<file path="config.mk">
export PLATFORM = sky130hd
export DESIGN_NAME = regbank_top
export DESIGN_NICKNAME = d
export VERILOG_FILES = /design/src/rtl/regbank_pkg.sv /design/src/rtl/regbank_endpoint.sv /design/src/rtl/regbank_or_reduce.sv /design/src/rtl/regbank_top.sv
export SDC_FILE = /design/constraint.sdc
export NUM_CORES = 1
export LEC_CHECK = 0
export ABC_AREA = 1
export BUFFER_PORTS_ARGS = -buffer_cell sky130_fd_sc_hd__buf_2
export CORE_MARGIN = 2
export CORE_UTILIZATION = 25
export DETAILED_ROUTE_END_ITERATION = 7
export PLACE_DENSITY = 0.56
export SLEW_MARGIN = 10
export SYNTH_ARGS = -nofsm -noshare
export SYNTH_HDL_FRONTEND = slang
export SYNTH_SLANG_ARGS = --single-unit
</file>
<file path="constraint.sdc">
create_clock -name clk -period 1.65 [get_ports clk]
set_input_delay 0.2475 -clock clk [delete_from_list [all_inputs] [get_ports clk]]
set_output_delay 0.2475 -clock clk [all_outputs]
set_load 0.005 [all_outputs]
</file>
<file path="src/rtl/regbank_pkg.sv">
package regbank_pkg;

    localparam int BUS_ADDR_W = 16;
    localparam int BUS_DATA_W = 32;

    // Request side of the register bus, broadcast to every endpoint
    typedef struct packed {
        logic [BUS_ADDR_W-1:0] addr;
        logic                  rd_en;
        logic                  wr_en;
        logic [BUS_DATA_W-1:0] wdata;
    } bus_req_t;

endpackage

</file>
<file path="src/rtl/regbank_endpoint.sv">
module regbank_endpoint
    import regbank_pkg::*;
#(
    parameter logic [BUS_ADDR_W-1:0] MY_ADDR = '0,
    parameter logic [BUS_DATA_W-1:0] RST_VAL = '0
) (
    input  logic                  clk,
    input  logic                  rst,
    input  bus_req_t              req,
    output logic [BUS_DATA_W-1:0] rd_lane,
    output logic [BUS_DATA_W-1:0] value
);

    typedef struct packed {
        logic [BUS_DATA_W-1:0] data;
    } ep_state_t;

    ep_state_t state_d, state_q;
    logic      sel_d;

    always_comb begin
        sel_d   = (req.addr == MY_ADDR);
        state_d = state_q;
        if (rst) begin
            state_d.data = RST_VAL;
        end else if (sel_d && req.wr_en) begin
            state_d.data = req.wdata;
        end
        // Lane must stay zero unless selected for a read; the bank ORs all lanes
        rd_lane = (sel_d && req.rd_en) ? state_q.data : '0;
        value   = state_q.data;
    end

    always_ff @(posedge clk) begin
        state_q <= state_d;
    end

endmodule

</file>
<file path="src/rtl/regbank_or_reduce.sv">
module regbank_or_reduce
    import regbank_pkg::*;
#(
    parameter int N_IN = 4
) (
    input  logic [N_IN-1:0][BUS_DATA_W-1:0] lanes,
    output logic [BUS_DATA_W-1:0]           merged
);

    logic [N_IN:0][BUS_DATA_W-1:0] acc;

    assign acc[0] = '0;

    for (genvar i = 0; i < N_IN; i++) begin : g_or
        assign acc[i+1] = acc[i] | lanes[i];
    end

    assign merged = acc[N_IN];

endmodule

</file>
<file path="src/rtl/regbank_top.sv">
module regbank_top
    import regbank_pkg::*;
#(
    parameter int                                N_REGS    = 4,
    parameter logic [N_REGS*BUS_ADDR_W-1:0]      REG_ADDRS = {16'h0100, 16'h0008, 16'h0004, 16'h0000},
    parameter logic [N_REGS*BUS_DATA_W-1:0]      RST_VALS  = {32'h0000A5A5, 32'hFFFF0000,
                                                              32'h12345678, 32'h00000000}
) (
    input  logic                         clk,
    input  logic                         rst,
    input  logic [15:0]                  bus_addr,
    input  logic                         bus_rd_en,
    input  logic                         bus_wr_en,
    input  logic [31:0]                  bus_wdata,
    output logic [31:0]                  bus_rdata,
    output logic [N_REGS*32-1:0]         reg_values
);

    localparam int VAL_W = N_REGS * BUS_DATA_W;

    bus_req_t                            req;
    logic [N_REGS-1:0][BUS_DATA_W-1:0]   lanes;
    logic [N_REGS-1:0][BUS_DATA_W-1:0]   vals;

    assign req = '{addr: bus_addr, rd_en: bus_rd_en, wr_en: bus_wr_en, wdata: bus_wdata};

    // Distinct addresses are required for the OR combine to stay correct
    for (genvar i = 0; i < N_REGS; i++) begin : g_dup_i
        for (genvar j = i + 1; j < N_REGS; j++) begin : g_dup_j
            if (REG_ADDRS[i*BUS_ADDR_W +: BUS_ADDR_W] == REG_ADDRS[j*BUS_ADDR_W +: BUS_ADDR_W]) begin : g_bad
                $error("regbank_top: registers %0d and %0d share an address", i, j);
            end
        end
    end

    for (genvar i = 0; i < N_REGS; i++) begin : g_ep
        regbank_endpoint #(
            .MY_ADDR (REG_ADDRS[i*BUS_ADDR_W +: BUS_ADDR_W]),
            .RST_VAL (RST_VALS[i*BUS_DATA_W +: BUS_DATA_W])
        ) u_ep (
            .clk     (clk),
            .rst     (rst),
            .req     (req),
            .rd_lane (lanes[i]),
            .value   (vals[i])
        );
    end

    regbank_or_reduce #(
        .N_IN (N_REGS)
    ) u_or (
        .lanes  (lanes),
        .merged (bus_rdata)
    );

    assign reg_values = VAL_W'(vals);

endmodule

</file>
# == Yosys cells after proc, flatten, opt, wreduce, memory -nomap -nowiden ==
# Cells that the tools add are included.
# word_totals
rom_bits,0
word_cells,23
output_inout_bits,160
latch_bits,0
ramBits,0
mem_count,0
register_bits,128
# classes
n_reduce_logical,9
order_cmp,0
n_div,0
muxes,4
bitwise,3
n_eq_ne,3
n_addsub,0
mul,0
shift,0
# ops
operator,n
$mux W32,4
$or A32 B32 Y32,3
$eq A16 B3 Y1 const B,1
$eq A16 B4 Y1 const B,1
$eq A16 B9 Y1 const B,1
$logic_not A16 Y1,1
$logic_and A1 B1 Y1,8

# == Logic depth before layout (Yosys ltp) ==
# Gate-level depths: netlist of the first run.
# logic_depth
ltp_word,6
ltp_mapped,9
ltp_nobuf,8

# == Hierarchy ==
# A second synthesis of the first run with hierarchy kept.
# hier_totals
cells_unflattened,1316
hier_area_um2,7587.3
# by_module_without_submodules
module,n_inst,cells_each,area_per_inst_um2
regbank_endpoint (g_ep[0].u_ep),1,324,1845.5
regbank_endpoint (g_ep[3].u_ep),1,311,1840.5
regbank_endpoint (g_ep[1].u_ep),1,297,1771.7
regbank_endpoint (g_ep[2].u_ep),1,288,1769.2
regbank_or_reduce,1,96,360.3

# == Worst setup path before layout of the first run ==
# Ideal clock, no wire load.
# synth_path
path_kind,in2out
start,input bus_addr[15]
end,output bus_rdata[10]
arrival_time_ns,1.193
slack_ns,0.209
stages,8
path_cell_list,nor2_1 > nand2_1 > nor2_2 > clkbuf_1 > nand4_1 > nand2_1 > inv_1 > nand2_1
# synth_via
elab_chain_len,6
# synth_lines
item,line_no,source
"start, declared",regbank_top.sv:11,"input logic [15:0] bus_addr,"
$eq A16 B3 Y1 / $logic_not A16 Y1 (equally long branches),regbank_endpoint.sv:22,sel_d = (req.addr == MY_ADDR);
$logic_and A1 B1 Y1,regbank_endpoint.sv:30,rd_lane = (sel_d && req.rd_en) ? state_q.data : '0;
$mux W32,regbank_endpoint.sv:30,
$or A32 B32 Y32 (2 in a row),regbank_or_reduce.sv:15,assign acc[i+1] = acc[i] | lanes[i];
$or A32 B32 Y32 (*),regbank_or_reduce.sv:15,
"end, declared",regbank_top.sv:15,"output logic [31:0] bus_rdata,"
# Mark *: on every way between the ends. The rest lies on a longest branch, timed or not.

# == Final worst setup path of the first run ==
# layout_path
start,input bus_addr[10]
end,output bus_rdata[30]
# The elaborated chain is that of the path after synthesis.

==> summary.md, run 1 <==
| Metric | Value |
|---|---|
| RSZ-0062 raised after global routing | `true` |
| Later-pin clock latency in the skew report | `0.41 ns` |
| Sink Count | `128` |
| Port Buffer Count | `211` |
| Die X | `167 microns` |
| Routed WL per cell | `16.7 microns` |
| Top post-synthesis cells by count | `nand2_1, nand4_1, dfxtp_1, nor2_1, inv_1` |
| Worst vdd ir | `0.000503 V` |
| Area leader, netlist | `dfxtp_1` |
| Crit Path Class | `input pin to output port` |
| DRC | `0` |
| Bufs on Longest Clock Path | `2` |
| Fin area | `9990 sq um` |
| # fillers | `~2,800` |
| DR iter-0 viols | `just under 500` |
| Fin nets | `1,340` |
| First-pass GRT wire length | `between 40,000 and 50,000 microns` |
| Largest net degree at the start of global routing | `54` |
| Failing checks | `negative setup slack` |
| Layout cell share with drive strength beyond 1 | `approximately 30%` |
| Num ports | `between 200 and 250` |
| Grt total ovfl | `0` |
| Initial Util | `25.5%` |
| Critical path arrival | `between 1 and 1.5 ns` |
| Flip-flop count of the largest register after layout | `128` |
| Row count | `59` |
| Root Buffer | `clkbuf_16` |
| Synth area leaders | `dfxtp_1, nand2_1, nand4_1` |
| Clock skew | `0 ns` |
| Pwr per Cell Area | `roughly 730 nW/um^2` |
| DIE AREA | `between 20,000 and 30,000 sq um` |
| Required time worst endpoint | `1.40 ns` |
| CP endpoint kind | `output port` |
| Total placed cells including tap cells | `about 1,600` |
| Antenna violations before repair | `0` |
| Gp weighted congestion | `0.804` |
| Antenna Nets Post-Route | `0` |
| Layout area overhead | `50.4%` |
| Dpl hpwl | `17,700 microns` |
| CTS tree | `done` |
| DR vias | `7,695` |
| Fmax | `0.576 GHz` |
| Routed wire length | `27,400 microns` |
| Final setup TNS | `-1.88 ns` |
| Via density per instance | `4.70` |
| Detailed Routing Iterations Pass 1 | `5` |
| Post-synthesis net count | `1,087` |
| Slew Limit Fails | `0` |
| Post-Synthesis Cells | `slightly above 1,000` |
| DP Area | `8510 sq um` |
| Synth Register Bits | `between 100 and 150` |
| Synth warnings | `0` |
| DP Worst Slack | `-0.117 ns` |
| Static Leakage | `5.19 nW` |
| Slew @ Worst Pin | `0.380 ns` |
| Core area | `26,100 sq um` |
| Die H | `167 microns` |
| Async SR Flop Fraction | `0%` |
| Status | `finished with violations` |
| Avg Inst Size Synth | `6.42 sq um` |
| Hold Crit Class | `input pin to register` |
| GRT Total Usage | `18.6%` |
| Num CTS Buffers | `17` |
| Top FF cell, synth | `dfxtp_1` |
| Post-synth cell types | `18` |
| Final hold vios | `0` |
| Min cycle time layout | `1.74 ns` |
| Clock-pin slew on the worst setup and hold paths | `~0.060 ns` |
| Slew headroom | `74.7%` |
| Mapped Area | `6640 sq um` |
| Crit path launch type | `input pin` |
| Number of flops mapped to enable cells by yosys | `0` |
| Final WS setup | `-0.0874 ns` |
| Synth top area share | `38.6%` |
| Crit-path max FO | `6` |
| H-tree depth | `4` |
| Number of global-route vias before repair | `7,096` |
| Sequential area share after synthesis | `38.6%` |
| Final cell count without fillers | `~1,600` |
| Max_cap viols | `0` |
| Post-Route Utilization | `38.3%` |
| Most common cell in the netlist | `nand2_1` |
| Final setup fails | `32` |
| Crit share post-route | `105%` |
| Ant diodes | `0` |
[per-layer routing]
layer / track usage (%) / up-vias / part of all wire [%]
met4: 6.26 / 0 / 2.3
met3: 3.04 / 40 / 4.7
met5: 0 / - / 0
li1: - / 3843 / -
met2: 30.9 / 248 / 48
met1: 24.5 / 3564 / 45
[stage by stage]
step	hold WS, ns	total power [W]
finish	0.0846	0.00728
global route	0.0845	0.00754
CTS	0.0628	0.00736
detailed placement	0.469	0.00346
global placement	0.463	0.00346
floorplan	0.361	0.00327
[layout by cell type, fill, tap and decap left out, drive strengths merged, types with 7 or more instances in the layout]
cell type and n:
nand3 43, nand4 160, inv 128, clkbuf 31, dfxtp 128, a21oi 32
nand2 325, clkinv 7, nor2 132, buf 310
[worst max-delay path, stage by stage]
cell	delay, ns
buf_6	0.10
nor2_4	0.11
nand2_2	0.07
nor2_4	0.18
buf_6	0.13
buf_6	0.11
clkbuf_16	0.15
nand4_1	0.07
nand2_1	0.07
inv_1	0.05
nand2_2	0.09
buf_6	0.10
[final cells by class]
type	instances	area, sq um	share of cell area (%)
multi-input combinational	692	3240	32.4
timing repair buffer	320	2690	26.9
sequential	128	2560	25.6
inverter	129	485	4.86
clock buffer	22	484	4.85
tap	335	419	4.19
clock inverter	10	109	1.09
[final timing paths]
kind / from / depth (start not counted) / slack [ns] / to
hold reg to reg: g_ep[0].u_ep.value[9] / 2 / 0.48 / g_ep[0].u_ep.value[9]
hold / removal: bus_wdata[21] / 3 / 0.08 / g_ep[2].u_ep.value[21]
setup reg to reg: g_ep[1].u_ep.value[1] / 4 / 0.97 / g_ep[1].u_ep.value[1]
setup / recovery: bus_addr[10] / 12 / -0.09 / bus_rdata[30]
[power breakdown]
part	leakage, nW	switching (W)	internal (W)
Combinational	3.87	0.000231	0.000123
Sequential	1.03	0.0000000360	0.00309
Clock	0.292	0.00146	0.00238
Total	5.19	0.00170	0.00559
[cell families (layout without fill, tap and decap cells)]
family / after synthesis / in the layout / synth area share (%)
AO/OA/AOI/OAI: 32 / 32 / 2.41
flip-flops: 128 / 128 / 38.6
AND/OR/NAND/NOR: 660 / 660 / 44.9
buffers and inverters: 215 / 481 / 14.1
[what timing repair did]
item,4_1_cts,5_1_grt
buffers inserted,12,21
gates resized for setup,35,41
hold buffers,0,0
endpoints found under the setup margin,32,32
pin swaps,16,49
cloned,5,10
(Power assumes the default switching activity.)
==> inputs of run 2 (changes only) <==
--- a/config.mk
+++ b/config.mk
@@ -11,7 +11,7 @@
 export CORE_UTILIZATION = 25
 export DETAILED_ROUTE_END_ITERATION = 7
 export PLACE_DENSITY = 0.56
-export SLEW_MARGIN = 10
 export SYNTH_ARGS = -nofsm -noshare
 export SYNTH_HDL_FRONTEND = slang
 export SYNTH_SLANG_ARGS = --single-unit
+export TNS_END_PERCENT = 10
==> summary.md, run 2 (synthesis results as in run 1) <==
| Metric | Value |
|---|---|
| Status | `finished with violations` |
| Num CTS Buffers | `17 (unchanged)` |
| Fin nets | `1,310 (-2.2%)` |
| Number of global-route vias before repair | `7,021 (-1.1%)` |
| CP endpoint kind | `output port` |
| RSZ-0062 raised after global routing | `true` |
| Fmax | `0.576 GHz (about the same)` |
| Slew @ Worst Pin | `0.386 ns (+0.00636 ns)` |
| Required time worst endpoint | `1.40 ns (about the same)` |
| Worst r2r src | `g_ep[1].u_ep.value[1]` |
| Sink Count | `128 (unchanged)` |
| Final cell count without fillers | `1,606 (-1.8%)` |
| GRT Total Usage | `17.9% (-0.67 points)` |
| Dpl hpwl | `17,700 microns (unchanged)` |
| Commonest non-fill, non-tap cell in the layout | `nand2_1` |
| Bufs on Longest Clock Path | `2 (unchanged)` |
| Initial Util | `25.5% (unchanged)` |
| Final hold vios | `0 (unchanged)` |
| DRC | `0 (unchanged)` |
| DR vias | `7,525 (-2.2%)` |
| Crit path launch type | `input pin` |
| DR iter-0 viols | `478 (-1.8%)` |
| Gp weighted congestion | `0.804 (unchanged)` |
| Critical path arrival | `1.49 ns (about the same)` |
| Failing checks | `negative setup slack` |
| Worst vdd ir | `0.000502 V (-0.28%)` |
| Clock-pin slew on the worst setup and hold paths | `0.06 ns (about the same)` |
| Pwr per Cell Area | `767 nW/um^2 (+5.2%)` |
| Final WS setup | `-0.0860 ns (+0.00143 ns)` |
| FF+latch area | `2560 sq um (unchanged)` |
| Final setup TNS | `-1.31 ns (+0.562 ns)` |
| Total placed cells including tap cells | `1,560 (unchanged)` |
| Slew headroom | `74.3% (-0.42 points)` |
| Antenna violations before repair | `0 (unchanged)` |
| Largest net degree at the start of global routing | `54 (unchanged)` |
| Min-delay src | `bus_wdata[17]` |
| H-tree depth | `4 (unchanged)` |
| Routed WL per cell | `16.2 microns (-3.3%)` |
| Antenna Nets Post-Route | `0 (unchanged)` |
| Port Buffer Count | `211 (unchanged)` |
| Die H | `167 microns (unchanged)` |
| Area of the multi-input gates | `3220 sq um (-0.77%)` |
| Core area | `26,100 sq um (unchanged)` |
| Crit share post-route | `105% (about the same)` |
| Clock skew | `0 ns (unchanged)` |
| Max_cap viols | `0 (unchanged)` |
| First-pass GRT wire length | `39,500 microns (-3.0%)` |
| Detailed Routing Iterations Pass 1 | `5 (unchanged)` |
| Layout cell share with drive strength beyond 1 | `27.3% (-2.1 points)` |
| Later-pin clock latency in the skew report | `0.41 ns (about the same)` |
| Static Leakage | `4.95 nW (-4.6%)` |
| Crit Path Class | `input pin to output port` |
| Hold Buf Count CTS | `0 (unchanged)` |
| Grt total ovfl | `0 (unchanged)` |
| Hold Crit Class | `input pin to register` |
| Num ports | `212 (unchanged)` |
| Crit. Startpoint | `bus_addr[12]` |
| Row count | `59 (unchanged)` |
| Routed wire length | `26,000 microns (-5.1%)` |
| DIE AREA | `27,900 sq um (unchanged)` |
| CTS tree | `done` |
| Slew Limit Fails | `0 (unchanged)` |
| Die X | `167 microns (unchanged)` |
| Layout area overhead | `42.4%` |
| Via density per instance | `4.69 (-0.38%)` |
| Root Buffer | `clkbuf_16` |
| Final setup fails | `29 (-9.4%)` |
| Min cycle time layout | `1.74 ns (-0.00143 ns)` |
| Crit-path max FO | `7 (+1)` |
| # fillers | `2,773 (+0.84%)` |
| Flip-flop count of the largest register after layout | `128 (unchanged)` |
| Most frequent cells in the layout | `nand2_1, buf_2, nand4_1, dfxtp_1, inv_1` |
| Ant diodes | `0 (unchanged)` |
-- run 2: cell count changes in the layout (fill, tap and decap cells not counted), moves of 2 or more --
| cell | delta |
|---|---|
| nand2_2 | -3 |
| buf_12 | -4 |
| buf_2 | +5 |
| buf_8 | -4 |
| nor2_4 | -2 |
| nand2_1 | +3 |
| buf_6 | -13 |
| buf_16 | -3 |
| clkbuf_16 | -3 |
| buf_4 | -7 |
-- run 2: worst paths after layout --
kind | to | slack (ns) | depth (start not counted)
worst max-delay path | bus_rdata[26] | -0.09 | 12
worst min-delay path | g_ep[2].u_ep.value[17] | 0.09 | 3
worst max register to register | g_ep[1].u_ep.value[1] | 0.97 | 4
worst min register to register | g_ep[0].u_ep.value[9] | 0.48 | 2
-- run 2: timing repair --
action                     4_1_cts  5_1_grt
pin swaps                        6       25
gates cloned                     0        6
setup endpoints to repair       32       32
gates resized for setup         13       23
buffers inserted                 2        6
-- run 2: routing by layer --
layer	part of all wire, %	global-route usage [%]
met2	47	29.5
met3	5.2	3.11
met1	45	23.6
met4	2.1	6.37
met5	0	0
-- run 2: cell type report --
class / count / share of cell area [%]
clock buffer: 22 / 5.12
sequential: 128 / 27.1
clock inverter: 10 / 1.15
inverter: 129 / 5.13
timing repair buffer: 290 / 23.1
multi-input combinational: 692 / 34.0
tap: 335 / 4.43
-- run 2: report_power, final --
group	internal (W)	total, W	switching [W]
clock	0.00237	0.00383	0.00145
sequential	0.00309	0.00309	0.0000000360
combinational	0.000111	0.000338	0.000227
-- run 2: through the flow --
| stage | setup WS (ns) | utilization [%] | cell area (sq um) | hold WS [ns] | power, W |
|---|---|---|---|---|---|
| finish | -0.0860 | 36.3 | 9460 | 0.0913 | 0.00725 |
| global route | -0.209 | 36.3 | 9460 | 0.0845 | 0.00751 |
| CTS | -0.0919 | 35.2 | 9170 | 0.0628 | 0.00734 |
| detailed placement | -0.117 | 32.7 | 8510 | 0.469 | 0.00346 |
| global placement | -0.0939 | 32.7 | 8510 | 0.463 | 0.00346 |
| floorplan | 0.209 | - | 6640 | 0.361 | 0.00327 |
-- run 2: worst max-delay path, cell delays in order --
cell     delay, ns
buf_6         0.10
nor2_4        0.09
nand2_2       0.08
buf_6         0.12
nor2_4        0.22
buf_12        0.16
buf_12        0.11
nand4_1       0.07
nand2_1       0.07
inv_1         0.03
nand2_1       0.06
buf_2         0.11
